<file path="config.mk">
export PLATFORM = sky130hd
export DESIGN_NAME = octdtr_switch_seq
export DESIGN_NICKNAME = d
export VERILOG_FILES = /design/src/rtl/octsw_pkg.sv /design/src/rtl/octsw_step_rom.sv /design/src/rtl/octsw_poll_timer.sv /design/src/rtl/octsw_id_cmp.sv /design/src/rtl/octdtr_switch_seq.sv
export SDC_FILE = /design/constraint.sdc
export NUM_CORES = 1
export LEC_CHECK = 0
export ABC_AREA = 1
export BUFFER_PORTS_ARGS = -buffer_cell sky130_fd_sc_hd__buf_2
export CELL_PAD_IN_SITES_DETAIL_PLACEMENT = 1
export CELL_PAD_IN_SITES_GLOBAL_PLACEMENT = 1
export CORE_MARGIN = 3
export CORE_UTILIZATION = 31
export DETAILED_ROUTE_END_ITERATION = 10
export GPL_ROUTABILITY_DRIVEN = 1
export PLACE_DENSITY = 0.84
export SLEW_MARGIN = 10
export SYNTH_ARGS = -nofsm -noshare
export SYNTH_HDL_FRONTEND = slang
export SYNTH_HIERARCHICAL = 1
export SYNTH_SLANG_ARGS = --single-unit
</file>
<file path="constraint.sdc">
create_clock -name clk -period 3.3 [get_ports clk]
set_input_delay 0.165 -clock clk [delete_from_list [all_inputs] [get_ports clk]]
set_output_delay 0.165 -clock clk [all_outputs]
set_load 0.005 [all_outputs]
</file>
<file path="src/rtl/octsw_pkg.sv">
package octsw_pkg;

    localparam logic [7:0]  OPC_WREN   = 8'h06;
    localparam logic [7:0]  OPC_WRREG  = 8'h81;
    localparam logic [7:0]  OPC_RDSR   = 8'h05;
    localparam logic [7:0]  OPC_RDID   = 8'h9F;

    localparam logic [7:0]  VAL_DUMMY20  = 8'd20;
    localparam logic [7:0]  VAL_OCTAL    = 8'hE7;
    localparam logic [7:0]  VAL_SPI      = 8'hFF;
    localparam logic [7:0]  VAL_DUMMYDEF = 8'h1F;

    localparam logic [31:0] REG_MODE   = 32'h0000_0000;
    localparam logic [31:0] REG_DUMMY  = 32'h0000_0001;
    localparam logic [4:0]  ID_DUMMY_OCT = 5'd8;

    typedef enum logic {
        PROTO_1S = 1'b0,
        PROTO_8D = 1'b1
    } proto_e;

    typedef enum logic [1:0] {
        RES_OK    = 2'd0,
        RES_OPERR = 2'd1,
        RES_IDBAD = 2'd2,
        RES_TMO   = 2'd3
    } result_e;

    typedef enum logic [3:0] {
        ST_EN_WREN,
        ST_EN_DUMMY,
        ST_EN_POLL,
        ST_EN_WREN2,
        ST_EN_MODE,
        ST_EN_ID,
        ST_DIS_WREN,
        ST_DIS_MODE,
        ST_DIS_ID
    } step_e;

    typedef struct packed {
        logic [7:0]  opcode;
        proto_e      proto;
        logic        cmd_rep;
        logic [2:0]  addr_bytes;
        logic [31:0] addr;
        logic [4:0]  dummy;
        logic        is_read;
        logic [7:0]  nbytes;
        logic [15:0] wdata;
    } op_req_t;

    function automatic step_e step_after(step_e s);
        case (s)
            ST_EN_WREN:  return ST_EN_DUMMY;
            ST_EN_DUMMY: return ST_EN_POLL;
            ST_EN_POLL:  return ST_EN_WREN2;
            ST_EN_WREN2: return ST_EN_MODE;
            ST_EN_MODE:  return ST_EN_ID;
            ST_DIS_WREN: return ST_DIS_MODE;
            ST_DIS_MODE: return ST_DIS_ID;
            default:     return s;
        endcase
    endfunction

    function automatic logic is_id_step(step_e s);
        return (s == ST_EN_ID) || (s == ST_DIS_ID);
    endfunction

endpackage

</file>
<file path="src/rtl/octsw_step_rom.sv">
module octsw_step_rom
    import octsw_pkg::*;
#(
    parameter int RD_BYTES = 4
) (
    input  step_e   step,
    output op_req_t req
);

    localparam logic [7:0] ID_NB = 8'(RD_BYTES);

    always_comb begin
        req = '0;
        case (step)
            ST_EN_WREN, ST_EN_WREN2: begin
                req.opcode = OPC_WREN;
                req.proto  = PROTO_1S;
            end
            ST_EN_DUMMY: begin
                req.opcode     = OPC_WRREG;
                req.proto      = PROTO_1S;
                req.addr_bytes = 3'd3;
                req.addr       = REG_DUMMY;
                req.nbytes     = 8'd1;
                req.wdata      = {8'h00, VAL_DUMMY20};
            end
            ST_EN_POLL: begin
                req.opcode  = OPC_RDSR;
                req.proto   = PROTO_1S;
                req.is_read = 1'b1;
                req.nbytes  = 8'd1;
            end
            ST_EN_MODE: begin
                req.opcode     = OPC_WRREG;
                req.proto      = PROTO_1S;
                req.addr_bytes = 3'd3;
                req.addr       = REG_MODE;
                req.nbytes     = 8'd1;
                req.wdata      = {8'h00, VAL_OCTAL};
            end
            ST_EN_ID: begin
                req.opcode  = OPC_RDID;
                req.proto   = PROTO_8D;
                req.cmd_rep = 1'b1;
                req.dummy   = ID_DUMMY_OCT;
                req.is_read = 1'b1;
                req.nbytes  = ID_NB;
            end
            ST_DIS_WREN: begin
                req.opcode  = OPC_WREN;
                req.proto   = PROTO_8D;
                req.cmd_rep = 1'b1;
            end
            ST_DIS_MODE: begin
                req.opcode     = OPC_WRREG;
                req.proto      = PROTO_8D;
                req.cmd_rep    = 1'b1;
                req.addr_bytes = 3'd4;
                req.addr       = REG_MODE;
                req.nbytes     = 8'd2;
                req.wdata      = {VAL_DUMMYDEF, VAL_SPI};
            end
            ST_DIS_ID: begin
                req.opcode  = OPC_RDID;
                req.proto   = PROTO_1S;
                req.is_read = 1'b1;
                req.nbytes  = ID_NB;
            end
            default: req = '0;
        endcase
    end

    // octal transfers always carry the doubled opcode, single-line never
    always_comb begin
        a_rep_proto_r6: assert ((req.proto == PROTO_8D) == req.cmd_rep);
    end

endmodule

</file>
<file path="src/rtl/octsw_poll_timer.sv">
module octsw_poll_timer #(
    parameter int TMO_W = 16
) (
    input  logic             clk,
    input  logic             rst,
    input  logic             clear,
    input  logic             busy_seen,
    input  logic [TMO_W-1:0] limit,
    output logic             expired
);

    logic [TMO_W-1:0] cnt_q;
    logic [TMO_W:0]   cnt_next;

    assign cnt_next = {1'b0, cnt_q} + 1'b1;
    assign expired  = busy_seen && (cnt_next >= {1'b0, limit});

    always_ff @(posedge clk) begin
        if (rst || clear) begin
            cnt_q <= '0;
        end else if (busy_seen && !expired) begin
            cnt_q <= cnt_next[TMO_W-1:0];
        end
    end

    // the count of busy reads never passes the limit
    p_cnt_bound_r9: assert property (@(posedge clk) disable iff (rst)
        (limit != '0) |-> (cnt_q < limit));

endmodule

</file>
<file path="src/rtl/octsw_id_cmp.sv">
module octsw_id_cmp #(
    parameter int ID_LEN   = 3,
    parameter int RD_BYTES = 4
) (
    input  logic [RD_BYTES*8-1:0] rdata,
    input  logic [ID_LEN*8-1:0]   expected,
    output logic                  match
);

    logic [ID_LEN-1:0] byte_ok;

    for (genvar i = 0; i < ID_LEN; i++) begin : g_byte
        assign byte_ok[i] = (rdata[8*i +: 8] == expected[8*i +: 8]);
    end

    assign match = &byte_ok;

endmodule

</file>
<file path="src/rtl/octdtr_switch_seq.sv">
module octdtr_switch_seq
    import octsw_pkg::*;
#(
    parameter  int ID_LEN   = 3,
    parameter  int TMO_W    = 16,
    localparam int RD_BYTES = ((ID_LEN + 1) / 2) * 2,
    localparam int NB_W     = $clog2(RD_BYTES + 1)
) (
    input  logic                  clk,
    input  logic                  rst,
    input  logic                  start,
    input  logic                  enter_octal,
    input  logic [TMO_W-1:0]      poll_limit,
    input  logic [ID_LEN*8-1:0]   expected_id,
    output logic                  busy,
    output logic                  done,
    output logic [1:0]            result,
    output logic                  op_valid,
    input  logic                  op_ready,
    output logic [7:0]            op_opcode,
    output logic                  op_proto,
    output logic                  op_cmd_repeat,
    output logic [2:0]            op_addr_bytes,
    output logic [31:0]           op_addr,
    output logic [4:0]            op_dummy,
    output logic                  op_is_read,
    output logic [NB_W-1:0]       op_nbytes,
    output logic [15:0]           op_wdata,
    input  logic                  cpl_valid,
    input  logic                  cpl_err,
    input  logic [RD_BYTES*8-1:0] cpl_rdata
);

    typedef enum logic [1:0] {
        F_IDLE,
        F_ISSUE,
        F_WAIT
    } fsm_e;

    fsm_e    fsm_q;
    step_e   step_q;
    logic    done_q;
    result_e res_q;
    op_req_t req;
    logic    id_match;
    logic    poll_busy;
    logic    tmo_hit;
    logic    cpl_take;
    logic    launch;

    octsw_step_rom #(.RD_BYTES(RD_BYTES)) rom_i (
        .step (step_q),
        .req  (req)
    );

    octsw_id_cmp #(.ID_LEN(ID_LEN), .RD_BYTES(RD_BYTES)) cmp_i (
        .rdata    (cpl_rdata),
        .expected (expected_id),
        .match    (id_match)
    );

    assign launch    = (fsm_q == F_IDLE) && start;
    assign cpl_take  = (fsm_q == F_WAIT) && cpl_valid;
    assign poll_busy = cpl_take && !cpl_err && (step_q == ST_EN_POLL) && cpl_rdata[0];

    octsw_poll_timer #(.TMO_W(TMO_W)) tmr_i (
        .clk       (clk),
        .rst       (rst),
        .clear     (launch),
        .busy_seen (poll_busy),
        .limit     (poll_limit),
        .expired   (tmo_hit)
    );

    always_ff @(posedge clk) begin
        if (rst) begin
            fsm_q  <= F_IDLE;
            step_q <= ST_EN_WREN;
            done_q <= 1'b0;
            res_q  <= RES_OK;
        end else begin
            done_q <= 1'b0;
            case (fsm_q)
                F_IDLE: begin
                    if (start) begin
                        step_q <= enter_octal ? ST_EN_WREN : ST_DIS_WREN;
                        res_q  <= RES_OK;
                        fsm_q  <= F_ISSUE;
                    end
                end
                F_ISSUE: begin
                    if (op_ready) begin
                        fsm_q <= F_WAIT;
                    end
                end
                F_WAIT: begin
                    if (cpl_valid) begin
                        if (cpl_err) begin
                            res_q  <= RES_OPERR;
                            done_q <= 1'b1;
                            fsm_q  <= F_IDLE;
                        end else if (poll_busy) begin
                            if (tmo_hit) begin
                                res_q  <= RES_TMO;
                                done_q <= 1'b1;
                                fsm_q  <= F_IDLE;
                            end else begin
                                fsm_q <= F_ISSUE;
                            end
                        end else if (is_id_step(step_q)) begin
                            res_q  <= id_match ? RES_OK : RES_IDBAD;
                            done_q <= 1'b1;
                            fsm_q  <= F_IDLE;
                        end else begin
                            step_q <= step_after(step_q);
                            fsm_q  <= F_ISSUE;
                        end
                    end
                end
                default: fsm_q <= F_IDLE;
            endcase
        end
    end

    assign busy          = (fsm_q != F_IDLE);
    assign done          = done_q;
    assign result        = res_q;
    assign op_valid      = (fsm_q == F_ISSUE);
    assign op_opcode     = req.opcode;
    assign op_proto      = req.proto;
    assign op_cmd_repeat = req.cmd_rep;
    assign op_addr_bytes = req.addr_bytes;
    assign op_addr       = req.addr;
    assign op_dummy      = req.dummy;
    assign op_is_read    = req.is_read;
    assign op_nbytes     = req.nbytes[NB_W-1:0];
    assign op_wdata      = req.wdata;

    // a pending request keeps its content until accepted
    p_hold_req_r10: assert property (@(posedge clk) disable iff (rst)
        (op_valid && !op_ready) |=> (op_valid && $stable(op_opcode) &&
            $stable(op_addr) && $stable(op_wdata) && $stable(op_proto)));

    // an accepted request is not followed by another one in the next cycle
    p_one_outstanding_r10: assert property (@(posedge clk) disable iff (rst)
        (op_valid && op_ready) |=> !op_valid);

    // done lasts a single cycle and comes with busy low
    p_done_pulse_r11: assert property (@(posedge clk) disable iff (rst)
        done |=> !done);
    p_done_idle_r11: assert property (@(posedge clk) disable iff (rst)
        done |-> !busy);

    // an erroring completion ends the run with the operation-error code
    p_err_stop_r8: assert property (@(posedge clk) disable iff (rst)
        (cpl_take && cpl_err) |=> (done && result == RES_OPERR && !op_valid));

    // a timeout result only follows a busy status read
    p_tmo_src_r9: assert property (@(posedge clk) disable iff (rst)
        (done && result == RES_TMO) |-> $past(poll_busy));

    // the ID read asks for an even byte count
    p_id_even_r5: assert property (@(posedge clk) disable iff (rst)
        (op_valid && op_opcode == OPC_RDID) |-> (op_nbytes[0] == 1'b0));

endmodule

</file>
After elaboration in Yosys (flattened, before gate mapping)
Cells that the tools add are included.
{"block": "totals", "output_inout_bits": 75, "inputBits": 79, "wordCells": 92, "reg_bits": 25}
{"block": "classes", "magnitude_cmp": 1, "n_addsub": 1, "n_reduce_logical": 26, "eq_ne": 22, "n_mux": 35, "bitwise": 2}
{"op": "$pmux W35 S3", "count": 1}
{"op": "$pmux W9 S7", "count": 1}
{"op": "$pmux W13 S3", "count": 1}
{"op": "$pmux W4 S7", "count": 1}
{"op": "$eq A8 B8 Y1", "count": 3}
{"op": "$mux W2", "count": 12}
{"op": "$mux W4", "count": 6}
{"op": "$add A16 B1 Y17 const B", "count": 1}
{"op": "$ge A17 B16 Y1", "count": 1}
{"op": "$eq A4 B3 Y1 const B", "count": 4}
{"op": "$reduce_or A3 Y1", "count": 4}
{"op": "$ne A2 B2 Y1 const B", "count": 5}
{"op": "$pmux W3 S3", "count": 1}
{"op": "$eq A4 B2 Y1 const B", "count": 2}
{"op": "$mux W1", "count": 8}
{"op": "$ne A8 B1 Y1 const B", "count": 1}
{"op": "$pmux W4 S2", "count": 1}
{"op": "$logic_and A1 B1 Y1", "count": 7}
{"op": "$reduce_and A7 Y1", "count": 1}
{"op": "$pmux W2 S3", "count": 1}
{"op": "$reduce_and A3 Y1", "count": 2}
{"op": "$reduce_or A2 Y1", "count": 3}
{"op": "$reduce_and A5 Y1", "count": 1}
{"op": "$eq A4 B1 Y1 const B", "count": 1}
{"op": "14 further kinds", "count": 18}

Depth between registers and ports, before layout
{"block": "logic_depth", "word_depth": 11, "depth_mapped": 22, "mapped_depth_nobuf": 22}

Modules after synthesis
The synthesis kept the hierarchy.
{"module": "octsw_poll_timer", "cells_per_inst": 251, "seq_area_each_um2": 320.3, "n_inst": 1, "area_each_um2": 1516.5}
{"module": "octdtr_switch_seq", "cells_per_inst": 105, "seq_area_each_um2": 180.2, "n_inst": 1, "area_each_um2": 666.9}
{"module": "octsw_step_rom", "cells_per_inst": 104, "seq_area_each_um2": 0.0, "n_inst": 1, "area_each_um2": 636.9}
{"module": "octsw_id_cmp", "cells_per_inst": 103, "seq_area_each_um2": 0.0, "n_inst": 1, "area_each_um2": 429.2}

Worst setup path before layout
OpenSTA, ideal clock, no wires.
{"block": "synth_timing", "path_type": "register to register", "from": "register tmr_i.cnt_q[0]", "to": "register res_q[0], in the netlist result[0]", "setup_time_ps": 114, "n_path_buf": 0, "required_ps": 3186, "t_arrival_ps": 2690, "slack_ps": 496, "period_less_slack_ps": 2804, "stages_incl_launch_ff": 21, "cell_sequence": "dfxtp_1 ha_1 nand2_2 nor2_4 inv_1 nor2_1 nand3_1 xor2_1 inv_1 ha_1 nand2_1 nor2_1 nand2_1 nor2_1 nand2_4 a21boi_0 nor2_1 nand2_1 nand3_2 nor2_1 nor2_2"}
{"block": "synth_via", "elab_chain_cells": 5}
{"item": "start, declared", "line_no": "octsw_poll_timer.sv:12", "rtl": "logic [TMO_W-1:0] cnt_q;"}
{"item": "start signal, assigned", "line_no": "octsw_poll_timer.sv:22", "rtl": "cnt_q <= cnt_next[TMO_W-1:0];"}
{"item": "$add A16 B1 Y17", "line_no": "octsw_poll_timer.sv:15", "rtl": "assign cnt_next = {1'b0, cnt_q} + 1'b1;"}
{"item": "via tmr_i.cnt_next[14]", "line_no": "octsw_poll_timer.sv:13", "rtl": "logic [TMO_W:0] cnt_next;"}
{"item": "$ge A17 B16 Y1", "line_no": "octsw_poll_timer.sv:16", "rtl": "assign expired = busy_seen && (cnt_next >= {1'b0, limit});"}
{"item": "$logic_and A1 B1 Y1", "line_no": "octsw_poll_timer.sv:16"}
{"item": "via tmo_hit", "line_no": "octdtr_switch_seq.sv:47", "rtl": "logic tmo_hit;"}
{"item": "$ne A4 B4 Y1 (no line)"}
{"item": "$reduce_and A5 Y1 (no line)"}
{"item": "end signal, assigned", "line_no": "octdtr_switch_seq.sv:111", "rtl": "res_q <= id_match ? RES_OK : RES_IDBAD;"}
{"item": "end, declared", "line_no": "octdtr_switch_seq.sv:43", "rtl": "result_e res_q;"}
The timed path passes the listed nets, and every way through them passes these cells.
A chain may end at the register's enable or synchronous reset.

Worst setup path in the final report
{"block": "layout_timing", "from": "register tmr_i.cnt_q[1]", "to": "register tmr_i.cnt_q[0]"}
{"block": "layout_via", "elab_chain_cells": 5}
{"item": "$add A16 B1 Y17", "line_no": "octsw_poll_timer.sv:15"}
{"item": "via tmr_i.cnt_next[10]", "line_no": "octsw_poll_timer.sv:13"}
{"item": "$ge A17 B16 Y1", "line_no": "octsw_poll_timer.sv:16"}
{"item": "$logic_and A1 B1 Y1", "line_no": "octsw_poll_timer.sv:16"}
{"item": "$logic_not A1 Y1", "line_no": "octsw_poll_timer.sv:21", "rtl": "end else if (busy_seen && !expired) begin"}
{"item": "$logic_and A1 B1 Y1", "line_no": "octsw_poll_timer.sv:21"}
The timed path passes the listed nets, and every way through them passes these cells.

==> results.json <==
{
  "min-delay-start": "rst",
  "ctsLongestPathBuffers": 2,
  "final_hold_vio_count": 0,
  "reg2regPathDepth": 19,
  "worst_hold_path_type": "primary input to register",
  "total_power_per_unit_cell_area_nw_per_um2": 239.4,
  "number_of_clock_buffers_inserted_by_tritoncts": 3,
  "regToRegSetupSlack_ns": 0.26,
  "setup.worst_path.start_class": "register",
  "clock_sinks": 25,
  "fillCellCount": 1434,
  "drcViolationCount": 0,
  "first_pass_grt_wire_length_um": 14220,
  "finish.net_count": 754,
  "cap_viol_max_count": 0,
  "layout.core_utilization_pct": 37.85,
  "stdcell_area_um2": 3751,
  "report.final.slew_viol_count": 0,
  "final_min_period_over_clock_period_pct": 92.09,
  "irDropWorstVdd_mv": 0.1298,
  "worstHoldEndpoint": "fsm_q[0]$_SDFFE_PP0P_",
  "gr-usage-all-layers_pct": 14.41,
  "antenna_found_initial": 0,
  "detail_route.wirelength_um": 9060,
  "fp.dieH_um": 107.8,
  "num_antenna_cells": 0,
  "area_delta_synth_final_pct": 16.79,
  "grt_max_degree": 31,
  "period_needed_ns": 3.039,
  "critical-path-max-stage-delay_ns": 0.36,
  "rr_startpoint": "tmr_i/cnt_q[1]$_SDFFE_PP0P_",
  "fin_ws_ns": 0.2612,
  "dp_worst_setup_slack_ns": 0.1862,
  "tritoncts_clock_tree": "yes",
  "static-leakage-power_nw": 2.358,
  "die_width_um": 107.8,
  "globalRoute.totalOverflow": 0,
  "clk-insertion-delay-late_ns": 0.27,
  "place_hpwl_um": 7376,
  "timing.critical_path.cells": "ha_1 -> nand2_2 -> nor2_4 -> inv_1 -> nor2_2 -> nand2_1 -> xor2_1 -> inv_1 -> ha_1 -> nand2_1 -> nand2_1 -> a21oi_2 -> o21ai_1 -> a21oi_2 -> buf_4 -> nand3_4 -> nand2_2 -> inv_2 -> nor2_1",
  "run_status": "completed",
  "worstHoldPathCells": 2,
  "cts_hold_repair.buffers": 0,
  "drt_first_pass_iters": 4,
  "synth_area_um2": 3212,
  "per_instance_average_area_after_synthesis_um2": 5.756,
  "ctsHtreeMaxLevel": 1,
  "critical_path.n_buffers_inverters": 4,
  "wl_per_cell_um": 11.47,
  "worstPathArrival_ns": 3.25,
  "placeableCoreArea_um2": 9910,
  "critical_path_depth": 19,
  "ys.warnings.count": 6,
  "first_global_vias": 3402,
  "regArea_um2": 500.5,
  "fmaxAchievable_ghz": 0.3291,
  "drt.antenna.violating_nets": 0,
  "drt_first_iter_violations": 58,
  "regToRegEndpoint": "tmr_i/cnt_q[0]$_SDFFE_PP0P_",
  "end_kind": "register",
  "design.die.area_um2": 11620,
  "path_class": "register to register",
  "post_drt_via_cell_ratio": 4.330,
  "place.gp.congestion": 0.8219,
  "post_placement_cell_area_um2": 3643,
  "maximum_net_fanout_on_the_critical_path": 15,
  "floorplan.io_pins": 154,
  "buffers_on_ports": 105,
  "multiInputGateArea_um2": 2074,
  "final-setup-viol-count": 0,
  "netlist_instances": 558,
  "fp-row-count": 36,
  "timing.critical_path.slowest_stage_cell": "sky130_fd_sc_hd__dfxtp_1",
  "initial_core_util_pct": 32.41,
  "path_common_cell": "sky130_fd_sc_hd__nand2_1",
  "clock_pin_slew_reported_for_the_worst_setup_and_hold_paths_after_clock_tree_synthesis_ns": 0.09,
  "clock-root-buffer": "sky130_fd_sc_hd__clkbuf_8",
  "finalClockSkew_ns": 0.001768,
  "crit_family": "simple AND/OR/NAND/NOR gates",
  "timing.setup.tns_ns": 0,
  "fraction_of_layout_cells_with_a_size_suffix_above_1_pct": 23.74,
  "critical_path_required_ns": 3.52,
  "via_count": 3421
}
## where the power goes
group / switching [mW] / leakage [nW] / internal [mW] / total, mW
combinational: 0.216 / 2.13 / 0.150 / 0.367
sequential: 0.0218 / 0.203 / 0.315 / 0.336
clock: 0.108 / 0.0228 / 0.0867 / 0.195
total: 0.346 / 2.36 / 0.552 / 0.898
## metrics by stage
| step | total power, mW | hold slack [ns] | instances |
|---|---|---|---|
| 6_report | 0.8979 | 0.1010 | 790 |
| 2_1_floorplan | 0.6066 | 0.2274 | 597 |
| 3_5_place_dp | 0.7126 | 0.3953 | 781 |
| 5_1_grt | 0.9794 | 0.07900 | 790 |
| 3_3_place_gp | 0.6957 | 0.3854 | 781 |
| 4_1_cts | 0.9100 | 0.08784 | 785 |
## metal layers
metal | track usage [%] | vias up | routed length (um)
met3 | 2.879 | 8 | 506
met5 | 0 | - | 0
met2 | 28.82 | 87 | 4898
met4 | 1.353 | 0 | 68
met1 | 15.96 | 1564 | 3587
li1 | - | 1762 | -
## layout make-up
| type | count | share of cell area, % |
|---|---|---|
| multi-input combinational | 411 | 55.30 |
| timing repair buffer | 110 | 15.01 |
| sequential | 25 | 13.34 |
| inverter | 107 | 10.71 |
| tap | 133 | 4.436 |
| clock buffer | 4 | 1.201 |
## worst max path at each step
stage	slack (ns)	endpoint	startpoint
final	0.26	tmr_i/cnt_q[0]$_SDFFE_PP0P_	tmr_i/cnt_q[1]$_SDFFE_PP0P_
after global placement	0.28	result[0]$_SDFFE_PP0P_	tmr_i/cnt_q[1]$_SDFFE_PP0P_
after detailed placement	0.19	result[0]$_SDFFE_PP0P_	tmr_i/cnt_q[1]$_SDFFE_PP0P_
after floorplan	0.50	result[0]$_SDFFE_PP0P_	tmr_i/cnt_q[0]$_SDFFE_PP0P_
after global routing	-0.06	tmr_i/cnt_q[7]$_SDFFE_PP0P_	tmr_i/cnt_q[1]$_SDFFE_PP0P_
after CTS	0.16	result[0]$_SDFFE_PP0P_	tmr_i/cnt_q[1]$_SDFFE_PP0P_
## cell usage in the layout, fill, tap and decap left out, types with 3 or more instances in the layout
master / count
sky130_fd_sc_hd__buf_4: 5
sky130_fd_sc_hd__xor2_1: 12
sky130_fd_sc_hd__nor2_1: 102
sky130_fd_sc_hd__nand2_2: 7
sky130_fd_sc_hd__nor2_2: 9
sky130_fd_sc_hd__nand3_1: 10
sky130_fd_sc_hd__a21oi_1: 7
sky130_fd_sc_hd__nand2_1: 151
sky130_fd_sc_hd__clkbuf_8: 3
sky130_fd_sc_hd__a21oi_2: 3
sky130_fd_sc_hd__dfxtp_1: 25
sky130_fd_sc_hd__ha_1: 17
sky130_fd_sc_hd__nor3_1: 8
sky130_fd_sc_hd__conb_1: 40
sky130_fd_sc_hd__o21ai_0: 6
sky130_fd_sc_hd__nand4_1: 6
sky130_fd_sc_hd__nor2_4: 6
sky130_fd_sc_hd__inv_2: 6
sky130_fd_sc_hd__nand3_2: 5
sky130_fd_sc_hd__xnor2_1: 8
sky130_fd_sc_hd__buf_2: 105
sky130_fd_sc_hd__inv_1: 101
## worst reg2reg max path: cells and delay by family, from the launching register on
| family | cells | cell delay, ns |
|---|---|---|
| flops | 1 | 0.36 |
| compound gates | 3 | 0.60 |
| buf+inv | 4 | 0.37 |
| simple gates | 9 | 1.04 |
| fa+ha+maj | 2 | 0.49 |
| xor+xnor | 1 | 0.13 |
## flip-flops by register name (all words and copies together), names as in the netlist
signal,cells
tmr_i/cnt_q,16
step_q,4
fsm_q,2
result,2
done,1
## repair_timing
item / in CTS / in global routing
resized for setup: 0 / 6
buffers inserted: 0 / 3
endpoints found under the setup margin: 0 / 20
Note: power is estimated with default switching activity, not from simulation.
